<file path="src/rtl/bar_dec_pkg.sv">
package bar_dec_pkg;

  localparam int unsigned MAX_BARS = 32;
  localparam int unsigned SZ_W     = 7;

  // Slots that serve as the upper word of a 64-bit memory BAR below them
  function automatic logic [MAX_BARS-1:0] upper_slots(int unsigned n,
      logic [MAX_BARS-1:0] en, logic [MAX_BARS-1:0] io, logic [MAX_BARS-1:0] b64);
    logic [MAX_BARS-1:0] up;
    up = '0;
    for (int k = 0; k < MAX_BARS - 1; k++) begin
      if ((k + 1 < n) && !up[k] && en[k] && b64[k] && !io[k]) up[k+1] = 1'b1;
    end
    return up;
  endfunction

  // Shape legality for one lower slot
  function automatic logic slot_bad(int unsigned k, int unsigned n, logic legacy,
      logic io, logic b64, logic pf, int unsigned lg);
    int unsigned lo_lim;
    if (io) return !legacy || b64 || pf || (lg < 4) || (lg > 31);
    lo_lim = legacy ? 4 : 7;
    if (b64 && (k == n - 1)) return 1'b1;
    if (pf && !b64 && !legacy && (k != n - 1)) return 1'b1;
    if (lg < lo_lim) return 1'b1;
    if (lg > (b64 ? 63 : 31)) return 1'b1;
    return 1'b0;
  endfunction

  function automatic logic [31:0] lo_wmask(int unsigned lg);
    if (lg >= 32) return '0;
    return ~((32'd1 << lg) - 32'd1);
  endfunction

  function automatic logic [31:0] hi_wmask(int unsigned lg);
    if (lg <= 32) return '1;
    return ~((32'd1 << (lg - 32)) - 32'd1);
  endfunction

  function automatic logic [31:0] attr_bits(logic io, logic b64, logic pf);
    if (io) return 32'h1;
    return {28'd0, pf, b64, 2'b00};
  endfunction

endpackage

</file>
<file path="src/rtl/bar_word_reg.sv">
module bar_word_reg #(
  parameter bit          ACTIVE = 1'b1,
  parameter logic [31:0] WMASK  = 32'hFFFF_FFFF,
  parameter logic [31:0] ATTR   = 32'h0
) (
  input  logic        clk,
  input  logic        rst,
  input  logic        we,
  input  logic [31:0] wdata,
  output logic [31:0] q,
  output logic [31:0] rd
);

  if (ACTIVE) begin : g_on
    logic [31:0] q_r;

    always_ff @(posedge clk) begin
      if (rst)     q_r <= '0;
      else if (we) q_r <= wdata & WMASK;
    end

    assign q  = q_r;
    assign rd = q_r | ATTR;

    // the stored base only moves on a write
    a_r7_hold_without_write: assert property (@(posedge clk) disable iff (rst)
      !we |=> $stable(q_r));
  end else begin : g_off
    assign q  = '0;
    assign rd = '0;
  end

endmodule

</file>
<file path="src/rtl/bar_match.sv">
module bar_match #(
  parameter bit          IS_IO = 1'b0,
  parameter int unsigned LG    = 12
) (
  input  logic [31:0] base_lo,
  input  logic [31:0] base_hi,
  input  logic [63:0] addr,
  input  logic        req_is_io,
  input  logic        mem_en,
  input  logic        io_en,
  output logic        match
);

  localparam logic [63:0] MASK = ~((64'd1 << LG) - 64'd1);

  logic space_ok;

  always_comb begin
    space_ok = IS_IO ? (req_is_io && io_en) : (!req_is_io && mem_en);
    match    = space_ok && ((addr & MASK) == {base_hi, base_lo});
  end

endmodule

</file>
<file path="src/rtl/bar_prio.sv">
module bar_prio #(
  parameter int unsigned N  = 6,
  localparam int unsigned IW = $clog2(N)
) (
  input  logic [N-1:0]  req,
  output logic          any,
  output logic [IW-1:0] idx
);

  always_comb begin
    any = |req;
    idx = '0;
    for (int k = N - 1; k >= 0; k--) begin
      if (req[k]) idx = IW'(k);
    end
  end

endmodule

</file>
<file path="src/rtl/bar_hit_decoder.sv">
module bar_hit_decoder
  import bar_dec_pkg::*;
#(
  parameter int unsigned N_BAR    = 6,
  parameter bit          LEGACY   = 1'b0,
  parameter logic [N_BAR-1:0] BAR_EN = 6'b111101,
  parameter logic [N_BAR-1:0] BAR_IO = 6'b010000,
  parameter logic [N_BAR-1:0] BAR_64 = 6'b000001,
  parameter logic [N_BAR-1:0] BAR_PF = 6'b100101,
  parameter logic [N_BAR*SZ_W-1:0] BAR_LOG2 =
    {7'd7, 7'd4, 7'd4, 7'd12, 7'd0, 7'd20},
  localparam int unsigned IW = $clog2(N_BAR)
) (
  input  logic             clk,
  input  logic             rst,
  input  logic             mem_en,
  input  logic             io_en,
  input  logic             cfg_we,
  input  logic             cfg_rd,
  input  logic [IW-1:0]    cfg_idx,
  input  logic [31:0]      cfg_wdata,
  output logic [31:0]      cfg_rdata,
  input  logic             req_valid,
  input  logic [63:0]      req_addr,
  input  logic             req_is_io,
  input  logic             req_is64,
  output logic             hit_valid,
  output logic             hit,
  output logic [IW-1:0]    hit_bar,
  output logic [N_BAR-1:0] bar_illegal
);

  localparam logic [MAX_BARS-1:0] UP_ALL = upper_slots(N_BAR,
    MAX_BARS'(BAR_EN), MAX_BARS'(BAR_IO), MAX_BARS'(BAR_64));

  logic [31:0]      word_q [N_BAR];
  logic [31:0]      word_rd[N_BAR];
  logic [N_BAR-1:0] match_v;
  logic [N_BAR-1:0] act_v;
  logic [N_BAR-1:0] up_v;
  logic [63:0]      addr_eff;
  logic             any_m;
  logic [IW-1:0]    win_idx;

  assign addr_eff = req_is64 ? req_addr : {32'd0, req_addr[31:0]};

  for (genvar i = 0; i < N_BAR; i++) begin : g_bar
    localparam int unsigned JI = (i > 0) ? i - 1 : 0;
    localparam int unsigned KI = (i < N_BAR - 1) ? i + 1 : i;
    localparam int unsigned LG = int'(BAR_LOG2[i*SZ_W +: SZ_W]);
    localparam int unsigned JL = int'(BAR_LOG2[JI*SZ_W +: SZ_W]);
    localparam bit IS_UP = UP_ALL[i];
    localparam bit BAD   = BAR_EN[i] && !IS_UP &&
      slot_bad(i, N_BAR, LEGACY, BAR_IO[i], BAR_64[i], BAR_PF[i], LG);
    localparam bit ACT   = BAR_EN[i] && !IS_UP && !BAD;
    localparam bit LOW_ACT = (i > 0) && BAR_EN[JI] && !UP_ALL[JI] &&
      !slot_bad(JI, N_BAR, LEGACY, BAR_IO[JI], BAR_64[JI], BAR_PF[JI], JL);
    localparam bit UP_ACT = IS_UP && LOW_ACT;
    localparam logic [31:0] WM = IS_UP ? hi_wmask(JL) : lo_wmask(LG);
    localparam logic [31:0] AT = IS_UP ? 32'h0 :
      attr_bits(BAR_IO[i], BAR_64[i], BAR_PF[i]);

    bar_word_reg #(
      .ACTIVE (ACT || UP_ACT),
      .WMASK  (WM),
      .ATTR   (AT)
    ) u_word (
      .clk   (clk),
      .rst   (rst),
      .we    (cfg_we && (cfg_idx == IW'(i))),
      .wdata (cfg_wdata),
      .q     (word_q[i]),
      .rd    (word_rd[i])
    );

    assign bar_illegal[i] = BAD;
    assign act_v[i]       = ACT;
    assign up_v[i]        = IS_UP;

    if (ACT) begin : g_dec
      logic [31:0] hi_word;
      if (BAR_64[i] && !BAR_IO[i] && (i < N_BAR - 1)) begin : g_pair
        assign hi_word = word_q[KI];
      end else begin : g_single
        assign hi_word = '0;
      end

      bar_match #(
        .IS_IO (BAR_IO[i]),
        .LG    (LG)
      ) u_match (
        .base_lo   (word_q[i]),
        .base_hi   (hi_word),
        .addr      (addr_eff),
        .req_is_io (req_is_io),
        .mem_en    (mem_en),
        .io_en     (io_en),
        .match     (match_v[i])
      );
    end else begin : g_nodec
      assign match_v[i] = 1'b0;
    end
  end

  bar_prio #(.N(N_BAR)) u_prio (
    .req (match_v),
    .any (any_m),
    .idx (win_idx)
  );

  always_ff @(posedge clk) begin
    if (rst) begin
      hit_valid <= 1'b0;
      hit       <= 1'b0;
      hit_bar   <= '0;
      cfg_rdata <= '0;
    end else begin
      hit_valid <= req_valid;
      hit       <= req_valid && any_m;
      hit_bar   <= (req_valid && any_m) ? win_idx : '0;
      if (cfg_rd) begin
        cfg_rdata <= (int'(cfg_idx) < N_BAR) ? word_rd[cfg_idx] : '0;
      end
    end
  end

  // Mask of indices below the reported winner
  logic [N_BAR-1:0] below_win;
  always_comb below_win = (N_BAR'(1) << hit_bar) - N_BAR'(1);

  // a result only follows a request
  a_r12_hit_after_req: assert property (@(posedge clk) disable iff (rst)
    hit_valid |-> $past(req_valid));

  // only an active lower BAR can claim a request
  a_r6_active_claim: assert property (@(posedge clk) disable iff (rst)
    hit |-> act_v[hit_bar]);

  // an upper word never claims by itself
  a_r2_no_upper_hit: assert property (@(posedge clk) disable iff (rst)
    hit |-> !up_v[hit_bar]);

  // space type of the winner equals the request's
  a_r9_space_match: assert property (@(posedge clk) disable iff (rst)
    hit |-> ($past(req_is_io) == BAR_IO[hit_bar]));

  // the matching space enable was set
  a_r10_space_enable: assert property (@(posedge clk) disable iff (rst)
    hit |-> ($past(req_is_io) ? $past(io_en) : $past(mem_en)));

  // no lower index also matched
  a_r11_lowest_wins: assert property (@(posedge clk) disable iff (rst)
    hit |-> (($past(match_v) & below_win) == '0));

endmodule

</file>
<file path="config.mk">
export PLATFORM = sky130hd
export DESIGN_NAME = bar_hit_decoder
export DESIGN_NICKNAME = d
export VERILOG_FILES = /design/src/rtl/bar_dec_pkg.sv /design/src/rtl/bar_word_reg.sv /design/src/rtl/bar_match.sv /design/src/rtl/bar_prio.sv /design/src/rtl/bar_hit_decoder.sv
export SDC_FILE = /design/constraint.sdc
export NUM_CORES = 1
export LEC_CHECK = 0
export BUFFER_PORTS_ARGS = -buffer_cell sky130_fd_sc_hd__buf_2
export CAP_MARGIN = 20
export CORE_MARGIN = 2
export CORE_UTILIZATION = 50
export CTS_BUF_LIST = sky130_fd_sc_hd__clkbuf_4
export DETAILED_ROUTE_END_ITERATION = 8
export HOLD_SLACK_MARGIN = 0.02
export PLACE_DENSITY = 0.8
export SYNTH_ARGS = -nofsm -noshare
export SYNTH_HDL_FRONTEND = slang
export SYNTH_HIERARCHICAL = 1
export SYNTH_SLANG_ARGS = --single-unit
</file>
<file path="constraint.sdc">
create_clock -name clk -period 2.4 [get_ports clk]
set_clock_uncertainty 0.15 [all_clocks]
set_input_delay 0.12 -clock clk [delete_from_list [all_inputs] [get_ports clk]]
set_output_delay 0.12 -clock clk [all_outputs]
set_load 0.005 [all_outputs]
</file>
Word-level counts from Yosys, hierarchy flattened
Cells that the tools add are included.
{"block": "totals", "romBits": 0, "mem_count": 0, "latchBits": 0, "mem_bits_rw": 0, "in_bits": 108, "register_bits": 106, "elab_cells": 32}
{"block": "op_classes", "div_mod_pow": 0, "shifts": 0, "n_bitwise": 2, "n_reduce_logical": 11, "eq_ne": 4, "n_mux": 6, "order_cmp": 2, "n_addsub": 0, "mul": 0}
{"cell": "$bmux W32 S3", "n": 1}
{"cell": "$mux W32", "n": 3}
{"cell": "$mux W64", "n": 1}
{"cell": "$eq A57 B25 Y1", "n": 1}
{"cell": "$eq A44 B44 Y1", "n": 1}
{"cell": "$logic_and A1 B1 Y1", "n": 7}
{"cell": "$ge A4 B4 Y1 const B", "n": 1}
{"cell": "$not A3 Y4", "n": 1}
{"cell": "$eq A3 B1 Y1 const B", "n": 1}
{"cell": "$eq A3 B3 Y1 const B", "n": 1}
{"cell": "$logic_not A3 Y1", "n": 1}
{"cell": "$lt A3 B3 Y1 const B", "n": 1}
{"cell": "$mux W3", "n": 1}
{"cell": "$reduce_or A3 Y1", "n": 1}
{"cell": "$reduce_or A2 Y1", "n": 1}
{"cell": "$logic_not A1 Y1", "n": 1}
{"cell": "$not A1 Y1", "n": 1}

Logic depth before layout (Yosys ltp)
Gate-level depths: netlist (run 1).
{"block": "depth", "ltp_word": 7, "depth_mapped": 10}

By module
Netlist (run 1), hierarchy kept.
{"mod": "bar_hit_decoder", "instances": 1, "area_each_um2": 3289.4, "cells_each": 353, "seq_area_each_um2": 740.7}
{"mod": "bar_word_reg at g_bar[2].u_word ...", "instances": 3, "area_each_um2": 484.2, "cells_each": 65, "seq_area_each_um2": 0.0}
{"mod": "bar_word_reg at g_bar[1].u_word", "instances": 1, "area_each_um2": 1403.8, "cells_each": 135, "seq_area_each_um2": 640.6}
{"mod": "bar_word_reg at g_bar[5].u_word", "instances": 1, "area_each_um2": 1209.9, "cells_each": 122, "seq_area_each_um2": 500.5}
{"mod": "bar_word_reg at g_bar[0].u_word", "instances": 1, "area_each_um2": 818.3, "cells_each": 92, "seq_area_each_um2": 240.2}
{"mod": "bar_match at g_bar[5].g_dec.u_match", "instances": 1, "area_each_um2": 738.2, "cells_each": 104, "seq_area_each_um2": 0.0}
{"mod": "bar_match at g_bar[0].g_dec.u_match", "instances": 1, "area_each_um2": 588.1, "cells_each": 74, "seq_area_each_um2": 0.0}
{"mod": "bar_prio", "instances": 1, "area_each_um2": 52.6, "cells_each": 10, "seq_area_each_um2": 0.0}

Least setup slack after synthesis (run 1)
OpenSTA, ideal clock, no wires.
{"block": "synth_path", "kind": "input-to-reg", "startpoint": "in req_is64", "endpoint": "reg hit_bar[0]", "slack_ns": -0.173, "t_required_ns": 2.190, "t_arrival_ns": 2.364, "path_stages": 10, "path_cell_list": "clkbuf_1 and2_1 xnor2_1 nand4_1 or4_1 or4_1 a2111oi_2 or4_1 or3_1 and3_1"}
{"block": "synth_via", "elab_chain_cells": 7, "word_cells_on_any_way": 10}
{"element": "start: declaration", "line_no": "bar_hit_decoder.sv:26", "text": "input logic req_is64,"}
{"element": "$mux W64", "line_no": "bar_hit_decoder.sv:45", "text": "assign addr_eff = req_is64 ? req_addr : {32'd0, req_addr[31:0]};"}
{"element": "named net addr_eff[49]", "line_no": "bar_hit_decoder.sv:41", "text": "logic [63:0] addr_eff;"}
{"element": "$eq A44 B44 Y1", "line_no": "bar_match.sv:20", "text": "match = space_ok && ((addr & MASK) == {base_hi, base_lo});"}
{"element": "$logic_and A1 B1 Y1", "line_no": "bar_match.sv:20"}
{"element": "named net match_v[0]", "line_no": "bar_hit_decoder.sv:38", "text": "logic [N_BAR-1:0] match_v;"}
{"element": "$reduce_or A2 Y1", "line_no": "bar_prio.sv:11", "text": "any = |req;"}
{"element": "named net any_m", "line_no": "bar_hit_decoder.sv:42", "text": "logic any_m;"}
{"element": "$logic_and A1 B1 Y1", "line_no": "bar_hit_decoder.sv:120", "text": "hit_bar <= (req_valid && any_m) ? win_idx : '0;"}
{"element": "$not A1 Y1 (no line)"}
{"element": "$reduce_or A3 Y1 (no line)"}
{"element": "end signal: assignment", "line_no": "bar_hit_decoder.sv:120"}
{"element": "end: declaration", "line_no": "bar_hit_decoder.sv:29", "text": "output logic [IW-1:0] hit_bar,"}
The timed path passes the listed nets, and every way through them passes these cells.
A chain may end at the register's enable or synchronous reset.

Worst setup path after layout (run 1)
{"block": "layout_path", "startpoint": "reg g_bar[1].u_word.g_on.q_r[17]", "endpoint": "reg hit_bar[0]"}
{"block": "layout_via", "elab_chain_cells": 6}
{"element": "start: declaration", "line_no": "bar_word_reg.sv:15", "text": "logic [31:0] q_r;"}
{"element": "start signal: assignment", "line_no": "bar_word_reg.sv:19", "text": "else if (we) q_r <= wdata & WMASK;"}
{"element": "$eq A44 B44 Y1", "line_no": "bar_match.sv:20"}
{"element": "$logic_and A1 B1 Y1", "line_no": "bar_match.sv:20"}
{"element": "named net match_v[0]", "line_no": "bar_hit_decoder.sv:38"}
{"element": "$reduce_or A2 Y1", "line_no": "bar_prio.sv:11"}
{"element": "named net any_m", "line_no": "bar_hit_decoder.sv:42"}
{"element": "$logic_and A1 B1 Y1", "line_no": "bar_hit_decoder.sv:120"}
{"element": "$not A1 Y1 (no line)"}
{"element": "$reduce_or A3 Y1 (no line)"}
The timed path passes the listed nets, and every way through them passes these cells.

==> results of run 1 <==
-- worst max-delay path, delay by kind of cell, from the launching register on --
| family | cells | cell delay (ps) |
|---|---|---|
| and+or+nand+nor | 6 | 1480 |
| xor gates and xnor gates | 1 | 100 |
| AOI/OAI and AO/OA | 1 | 240 |
| DFF | 1 | 380 |
-- metal layers --
| layer | up-vias | wire [um] | GRT usage [%] |
|---|---|---|---|
| met5 | - | 0 | 0 |
| met4 | 0 | 927 | 11.7 |
| met3 | 48 | 1240 | 4.41 |
| met2 | 242 | 9940 | 38.0 |
| met1 | 3095 | 10200 | 31.8 |
| li1 | 3242 | - | - |
-- path summary, 6_finish.rpt --
kind	depth (start not counted)	slack, ps	to
min	6	220	g_bar[0].u_word/q[23]$_SDFFE_PP0P_
max reg2reg	8	-9	hit_bar[0]$_SDFF_PP0_
min reg2reg	2	370	cfg_rdata[5]$_SDFFE_PP0P_
max	8	-9	hit_bar[0]$_SDFF_PP0_
-- cell type report --
type,instances,area [um^2]
diodes,1,2.50
flip-flops and latches,106,2130
clock buffers,9,67.6
repair buffers,217,1410
multi-input cells,773,5320
clock inverters,7,68.8
well taps,225,282
inverters,28,105
fillers,1596,7850
-- stage by stage --
stage / setup WS [ps] / area [um^2] / total power [W]
2_1_floorplan: 59.2 / 9570 / 0.00272
3_3_place_gp: -200 / 8820 / 0.00279
3_5_place_dp: -224 / 8820 / 0.00280
4_1_cts: 7.46 / 9350 / 0.00380
5_1_grt: -86.0 / 9390 / 0.00398
6_report: -8.69 / 9390 / 0.00381
-- flip-flops by register name, indices dropped and copies added, names as in the netlist --
name / flops
hit_bar: 3
hit: 1
cfg_rdata: 32
g_bar.u_word/q: 69
hit_valid: 1
-- power groups by stage --
stage	Combinational, W	Clock, W	Sequential, W
2_1_floorplan	0.000814	0	0.00190
3_3_place_gp	0.000876	0	0.00191
3_5_place_dp	0.000885	0	0.00191
4_1_cts	0.000940	0.000983	0.00188
5_1_grt	0.00105	0.00105	0.00188
6_report	0.000964	0.000965	0.00188
-- what timing repair did --
item                       CTS  global route
setup buffers                0             1
gates resized for setup      4             6
hold buffers                38             0
setup endpoints to repair    3             3
hold endpoints to repair    93             0
pin swaps                    3             3
==> impl_metrics.env, run 1 <==
export IMPL_regToRegStartpoint="g_bar[1].u_word/q[17]$_SDFFE_PP0P_"
export IMPL_gr_total_overflow=0
export IMPL_netlist_area_um2=8810
export IMPL_p_clk_share_pct=25.4
export IMPL_antenna_found_initial=1
export IMPL_switching_share_pct=31.8
export IMPL_grt_max_degree=65
export IMPL_final_nets=1243
export IMPL_num_rows=48
export IMPL_final_cell_mix="conb_1 (207), buf_2 (135), mux2i_1 (133), nor2_1 (110), dfxtp_1 (103)"
export IMPL_final_hold_viol_count=0
export IMPL_relSlewSlack_pct=59.4
export IMPL_crit_top_cell="or4_4"
export IMPL_drc=0
export IMPL_final_core_utilization_pct=54.4
export IMPL_crit_type="register to register"
export IMPL_hold_path_class="input pin to register"
export IMPL_drv_slew=0
export IMPL_clk_latency_ps=520
export IMPL_switching_power_w=0.00121
export IMPL_worst_path_max_delay_cell="or4_1"
export IMPL_endpoint_kind="register"
export IMPL_syn_mean_instance_area_um2=8.95
export IMPL_clockBufferDepth=2
export IMPL_grt_pass1_vias=6336
export IMPL_track_usage_pct=24.1
export IMPL_startpoint_type="register"
export IMPL_cts_tree="done"
export IMPL_cts_root_buf="clkbuf_4"
export IMPL_syn_inst=985
export IMPL_core_um2=17200
export IMPL_intPower_w=0.00259
export IMPL_critPathLaunch="g_bar[1].u_word/q[17]$_SDFFE_PP0P_"
export IMPL_cts_buffers=9
export IMPL_clkTransAtPathRegs_ps=170
export IMPL_first_pass_iters=5
export IMPL_comb_power_share_pct=25.3
export IMPL_worst_slack_ps=-8.69
export IMPL_gp_congestion=0.945
export IMPL_p_leak_nw=4.08
export IMPL_worst_endpoint_arrival_ps=2740
export IMPL_ant_nets=0
export IMPL_drive_gt1_share_pct=24.7
export IMPL_htreeDepth=3
export IMPL_drv_cap=0
export IMPL_required_ps=2730
export IMPL_crit_fanout=4
export IMPL_drtIter0Drc=468
export IMPL_initial_core_util_pct=51.1
export IMPL_tightestPinTransition_ps=608
export IMPL_post_route_period_util_pct=100
export IMPL_setup_tns_ps=-18.4
export IMPL_setup_viol=3
export IMPL_max_stage_delay_ps=520
export IMPL_portBuffers=136
export IMPL_outcome="complete, but fails checks"
export IMPL_dp_hpwl_mm=16.8
export IMPL_finalNonFillerCells=1366
export IMPL_cts_sinks=106
export IMPL_violations="negative setup slack"
export IMPL_dieWidth_um=137
export IMPL_vias=6627
export IMPL_layout_commonest_cell="conb_1"
export IMPL_area_growth_syn_to_layout_pct=6.50
export IMPL_fmax_mhz=415
export IMPL_routed_via_density=4.85
export IMPL_power_density_nw_per_um2=406
export IMPL_num_io_pins=151
export IMPL_period_needed_ps=2410
export IMPL_grt_first_pass_wirelength_mm=34.0
export IMPL_fin_hold_ws_ps=220
export IMPL_cp_cell_sequence="xnor2_2, nand4_1, or4_1, or4_4, a2111oi_4, or4_4, or3_4, and3_1"
export IMPL_min_from="cfg_we"
export IMPL_dp_cells=1310
export IMPL_vdd_ir_drop_worst_v=0.000242
export IMPL_die_area_um2=18700
export IMPL_rsz0062_at_grt="true"
export IMPL_seq_power_share_pct=49.3
export IMPL_yosysWarningCount=6
export IMPL_dieHeight_um=137
export IMPL_finalWirelength_mm=22.3
export IMPL_wire_per_inst_um=16.3
(Power assumes the default switching activity.)
==> inputs of run 2 (changes only) <==
--- a/config.mk
+++ b/config.mk
@@ -8,12 +8,12 @@
 export BUFFER_PORTS_ARGS = -buffer_cell sky130_fd_sc_hd__buf_2
 export CAP_MARGIN = 20
 export CORE_MARGIN = 2
-export CORE_UTILIZATION = 50
+export CORE_UTILIZATION = 49
 export CTS_BUF_LIST = sky130_fd_sc_hd__clkbuf_4
 export DETAILED_ROUTE_END_ITERATION = 8
 export HOLD_SLACK_MARGIN = 0.02
-export PLACE_DENSITY = 0.8
+export PLACE_DENSITY = 0.84
+export SKIP_CTS_REPAIR_TIMING = 1
 export SYNTH_ARGS = -nofsm -noshare
 export SYNTH_HDL_FRONTEND = slang
-export SYNTH_HIERARCHICAL = 1
 export SYNTH_SLANG_ARGS = --single-unit
==> impl_metrics.env, run 2 <==
export IMPL_setup_viol=0
export IMPL_rrSetupSlack_ps=380
export IMPL_top_layer="met4"
export IMPL_required_ps=2690
export IMPL_ys_ff_latch=104
export IMPL_cts_buffers=9
export IMPL_outcome="complete, but fails checks"
export IMPL_final_core_utilization_pct=63.2
export IMPL_initial_core_util_pct=50.4
export IMPL_portBuffers=135
export IMPL_cts_sinks=104
export IMPL_cp_cell_sequence="and4bb_1, a31oi_1, a2bb2oi_1, or3_1, nor4_2, a31o_1"
export IMPL_hold_path_class="input pin to register"
export IMPL_endpoint_kind="register"
export IMPL_drc=0
export IMPL_vdd_ir_drop_worst_v=0.000260
export IMPL_drive_gt1_share_pct=19.9
export IMPL_grt_pass1_vias=4812
export IMPL_clockBufferDepth=2
export IMPL_synth_commonest_cells="nand2_1 (153), a21oi_1 (110), dfxtp_1 (104), nor2_1 (89), clkbuf_1 (32)"
export IMPL_vias=5571
export IMPL_cpLargestDelayFamily="simple AND/OR/NAND/NOR gates"
export IMPL_route_met3_wl_mm=1.57
export IMPL_post_synth_top_count_cell="nand2_1"
export IMPL_startpoint_type="register"
export IMPL_dp_hpwl_mm=11.9
export IMPL_largest_reg_flops=69
export IMPL_clkTransAtPathRegs_ps=170
export IMPL_r2r_cells=6
export IMPL_antenna_found_initial=0
export IMPL_final_hold_viol_count=1
export IMPL_drv_cap=0
export IMPL_worst_path_max_delay_cell="dfxtp_1"
export IMPL_synth_top_area_share_pct=40.0
export IMPL_relSlewSlack_pct=30.0
export IMPL_first_pass_iters=6
export IMPL_worst_endpoint_arrival_ps=2310
export IMPL_tightestPinTransition_ps=1050
export IMPL_area_growth_syn_to_layout_pct=25.2
export IMPL_track_usage_pct=27.9
export IMPL_cts_tree="done"
export IMPL_syn_mean_instance_area_um2=7.54
export IMPL_layout_commonest_cell="nand2_1"
export IMPL_ys_flop_type="dfxtp_1"
export IMPL_met2_length_mm=7.45
export IMPL_dieHeight_um=107
export IMPL_max_stage_delay_ps=490
export IMPL_reg2reg_to="hit$_SDFF_PP0_"
export IMPL_synth_top_cells_by_area="dfxtp_1 (40%), nand2_1 (11%), a21oi_1 (11%), nor2_1 (6.4%), mux2i_1 (4.8%)"
export IMPL_ys_seq_area_share_pct=40.0
export IMPL_regToRegStartpoint="g_bar[1].u_word.q[30]$_SDFFE_PP0P_"
export IMPL_setup_tns_ps=0
export IMPL_grt_first_pass_wirelength_mm=25.0
export IMPL_grt_max_degree=102
export IMPL_violations="negative hold slack"
export IMPL_drv_slew=0
export IMPL_syn_inst=691
export IMPL_netlist_area_um2=5210
export IMPL_dieWidth_um=107
export IMPL_yosysWarningCount=0
export IMPL_period_needed_ps=2020
export IMPL_fin_hold_ws_ps=-14.0
export IMPL_critical_path_buf_inv_count=0
export IMPL_routed_via_density=5.63
export IMPL_met1_length_mm=6.87
export IMPL_final_cell_mix="nand2_1 (153), buf_2 (135), a21oi_1 (110), dfxtp_1 (104), nor2_1 (89)"
export IMPL_ys_async_sr_fraction_pct=0
export IMPL_ys_types=44
export IMPL_die_area_um2=11500
export IMPL_post_route_period_util_pct=84.3
export IMPL_critPathLaunch="g_bar[1].u_word.q[30]$_SDFFE_PP0P_"
export IMPL_crit_fanout=5
export IMPL_ant_nets=0
export IMPL_num_io_pins=151
export IMPL_htreeDepth=3
export IMPL_drtIter0Drc=653
export IMPL_clk_latency_ps=490
export IMPL_gr_total_overflow=0
export IMPL_rsz0062_at_grt="false"
export IMPL_num_rows=37
export IMPL_p_leak_nw=2.68
export IMPL_wire_per_inst_um=16.6
export IMPL_fmax_mhz=494
export IMPL_gp_congestion=0.974
export IMPL_synth_top_area_cell="dfxtp_1"
export IMPL_synth_edf_count=0
export IMPL_finalWirelength_mm=16.4
export IMPL_final_nets=956
export IMPL_core_um2=10300
export IMPL_worst_path_stages=6
export IMPL_min_from="cfg_idx[0]"
export IMPL_power_density_nw_per_um2=501
export IMPL_crit_type="register to register"
export IMPL_cts_root_buf="clkbuf_4"
export IMPL_crit_end="hit$_SDFF_PP0_"
## run 2: routing by layer
metal	vias up	global-route usage, %
met1	2561	38.4
li1	2663	-
met4	0	9.74
met5	-	0
met2	293	43.9
met3	54	4.92
## run 2: worst reg2reg max path, stage by stage, from the launching register on
cell	delay (ps)
dfxtp_1	490
and4bb_1	230
a31oi_1	50
a2bb2oi_1	160
or3_1	380
nor4_2	350
a31o_1	180
## run 2: how the worst min path moves through the flow
stage,endpoint,slack (ps),depth (start not counted)
after floorplan,hit_valid$_SDFF_PP0_,60,1
final,g_bar[1].u_word.q[1]$_SDFFE_PP0P_,-10,5
after global placement,g_bar[1].u_word.q[4]$_SDFFE_PP0P_,210,3
after detailed placement,g_bar[1].u_word.q[4]$_SDFFE_PP0P_,220,3
after global routing,g_bar[1].u_word.q[1]$_SDFFE_PP0P_,30,5
after CTS,g_bar[1].u_word.q[4]$_SDFFE_PP0P_,-300,3
## run 2: layout make-up
type	count	area [um^2]
antenna	1	2.50
clock buffer	9	67.6
clock inverter	7	86.3
fill	904	3800
inverter	13	48.8
multi-input combinational	533	2890
sequential	104	2080
tap	136	170
timing repair buffer	187	1180
## run 2: cells by family (layout without fill, tap and decap cells)
| group | Yosys count | in the layout | share of synthesized area, % |
|---|---|---|---|
| xor+xnor | 48 | 48 | 8.07 |
| simple gates | 292 | 292 | 24.4 |
| mux | 25 | 25 | 4.81 |
| compound gates | 161 | 161 | 17.5 |
| other cells | 2 | 8 | 0.144 |
| buf+inv | 59 | 216 | 5.07 |
| flops | 104 | 104 | 40.0 |
## run 2: metrics by stage
| stage | std cells | worst slack [ps] | area (um^2) | hold WS (ps) | power [W] |
|---|---|---|---|---|---|
| after global routing | 989 | 239 | 6520 | 29.8 | 0.00337 |
| after global placement | 933 | 485 | 5960 | 215 | 0.00224 |
| after floorplan | 696 | 639 | 5230 | 60.4 | 0.00205 |
| after detailed placement | 933 | 411 | 5960 | 221 | 0.00224 |
| final | 990 | 377 | 6520 | -14.0 | 0.00327 |
| after CTS | 949 | 377 | 6120 | -301 | 0.00320 |
## run 2: power breakdown
| group | switching, W | internal (W) | total, W |
|---|---|---|---|
| logic | 0.000269 | 0.000210 | 0.000479 |
| registers | 0.0000302 | 0.00176 | 0.00179 |
| clock network | 0.000659 | 0.000342 | 0.00100 |
==> inputs of run 3 (changes only) <==
==> constraint.sdc (replaced) <==
create_clock -name clk -period 1.7 [get_ports clk]
set_clock_uncertainty 0.15 [all_clocks]
set_input_delay 0.085 -clock clk [delete_from_list [all_inputs] [get_ports clk]]
set_output_delay 0.085 -clock clk [all_outputs]
set_load 0.005 [all_outputs]
==> impl_metrics.env, run 3 (synthesized netlist as in run 2, its figures left out) <==
export IMPL_cts_sinks=104
export IMPL_p_leak_nw=2.90
export IMPL_dieHeight_um=107
export IMPL_fin_hold_ws_ps=13.9
export IMPL_violations="negative setup slack"
export IMPL_clkTransAtPathRegs_ps=170
export IMPL_clockBufferDepth=2
export IMPL_area_growth_syn_to_layout_pct=31.8
export IMPL_power_w=0.00459
export IMPL_fmax_mhz=550
export IMPL_endpoint_kind="register"
export IMPL_rrSetupSlack_ps=-120
export IMPL_min_from="cfg_idx[0]"
export IMPL_antenna_found_initial=4
export IMPL_setup_viol=2
export IMPL_tightestPinTransition_ps=1060
export IMPL_rsz0062_at_grt="true"
export IMPL_cts_tree="done"
export IMPL_die_area_um2=11500
export IMPL_largest_reg_flops=69
export IMPL_required_ps=1960
export IMPL_first_pass_iters=6
export IMPL_cpLargestDelayFamily="simple AND/OR/NAND/NOR gates"
export IMPL_cp_cell_sequence="xor2_1, nor3b_2, nand4_1, nor4_2, and4_1, a21boi_1"
export IMPL_final_nets=997
export IMPL_grt_first_pass_wirelength_mm=25.3
export IMPL_post_route_period_util_pct=107
export IMPL_regToRegStartpoint="g_bar[5].u_word.q[11]$_SDFFE_PP0P_"
export IMPL_drtIter0Drc=576
export IMPL_dp_hpwl_mm=12.3
export IMPL_critical_path_buf_inv_count=0
export IMPL_routed_via_density=5.58
export IMPL_final_hold_viol_count=0
export IMPL_htreeDepth=3
export IMPL_initial_core_util_pct=50.4
export IMPL_vias=5759
export IMPL_power_density_nw_per_um2=669
export IMPL_startpoint_type="register"
export IMPL_drc=0
export IMPL_clk_latency_ps=470
export IMPL_num_rows=37
export IMPL_final_cell_mix="nand2_1 (153), buf_2 (135), a21oi_1 (110), dfxtp_1 (100), nor2_1 (89)"
export IMPL_ant_nets=0
export IMPL_worst_endpoint_arrival_ps=2080
export IMPL_drv_slew=0
export IMPL_dieWidth_um=107
export IMPL_drv_cap=0
export IMPL_gr_total_overflow=0
export IMPL_crit_fanout=3
export IMPL_fillerInstances=857
export IMPL_vdd_ir_drop_worst_v=0.000398
export IMPL_core_um2=10300
export IMPL_num_io_pins=151
export IMPL_grt_pass1_vias=5083
export IMPL_crit_type="register to register"
export IMPL_gp_congestion=1.02
export IMPL_multi_input_comb_area_um2=2930
export IMPL_max_stage_delay_ps=360
export IMPL_layout_commonest_cell="nand2_1"
export IMPL_outcome="complete, but fails checks"
export IMPL_relSlewSlack_pct=29.3
export IMPL_finalWirelength_mm=17.1
export IMPL_hold_path_class="input pin to register"
export IMPL_critPathLaunch="g_bar[5].u_word.q[11]$_SDFFE_PP0P_"
export IMPL_cts_root_buf="clkbuf_4"
export IMPL_worst_path_max_delay_cell="dfxtp_2"
export IMPL_grt_max_degree=102
export IMPL_drive_gt1_share_pct=25.2
export IMPL_cts_buffers=9
export IMPL_portBuffers=135
export IMPL_period_needed_ps=1820
export IMPL_wire_per_inst_um=16.6
export IMPL_worst_slack_ps=-117
export IMPL_regArea_um2=2090
export IMPL_track_usage_pct=28.4
==> run 3: cell count changes in the layout (fill, tap and decap cells not counted), sizes merged <==
cell,change
dlygate4sd3,-4
clkinv,-1
inv,-3
diode,+2
buf,+45
clkinvlp,+3
clkbuf,+1
==> run 3: cell type report <==
cell class              instances  share of cell area, %
repair buffers                228                   21.5
well taps                     136                   2.48
multi-input cells             533                   42.7
flip-flops and latches        104                   30.4
clock inverters                 6                   1.00
clock buffers                  10                   1.09
inverters                      13                  0.711
diodes                          3                  0.109
==> run 3: path summary, 6_finish.rpt <==
path / endpoint / depth (start not counted)
worst max-delay path: hit_bar[0]$_SDFF_PP0_ / 6
worst min-delay path: cfg_rdata[3]$_SDFFE_PP0P_ / 5
worst max register to register: hit_bar[0]$_SDFF_PP0_ / 6
worst min register to register: cfg_rdata[2]$_SDFFE_PP0P_ / 2
==> run 3: power by group <==
group          internal, W  total, W  switching [W]
clock             0.000469   0.00134       0.000869
sequential         0.00248   0.00251      0.0000339
combinational     0.000329  0.000739       0.000410
total              0.00328   0.00459        0.00131
==> run 3: worst reg2reg max path: cells and delay by family, from the launching register on <==
| kind | cells | cell delay [ps] |
|---|---|---|
| flops | 1 | 360 |
| xor+xnor | 1 | 190 |
| compound gates | 1 | 150 |
| simple gates | 4 | 910 |
==> run 3: per-layer routing <==
metal	GRT usage (%)	up-vias	routed length, um
met5	0	-	12
met4	8.72	2	427
met3	5.96	39	1800
met2	46.7	323	8050
met1	37.3	2651	6830
li1	-	2744	-
==> run 3: stage by stage <==
stage | setup WS (ps) | TNS, ps | utilization [%] | instances | cell area (um^2)
after floorplan | 19.2 | 0 | - | 696 | 5230
after global placement | -132 | -251 | 61.0 | 978 | 6300
after detailed placement | -205 | -392 | 61.0 | 978 | 6300
after CTS | -242 | -446 | 62.4 | 994 | 6450
after global routing | -207 | -400 | 66.4 | 1031 | 6860
final | -117 | -220 | 66.5 | 1033 | 6860
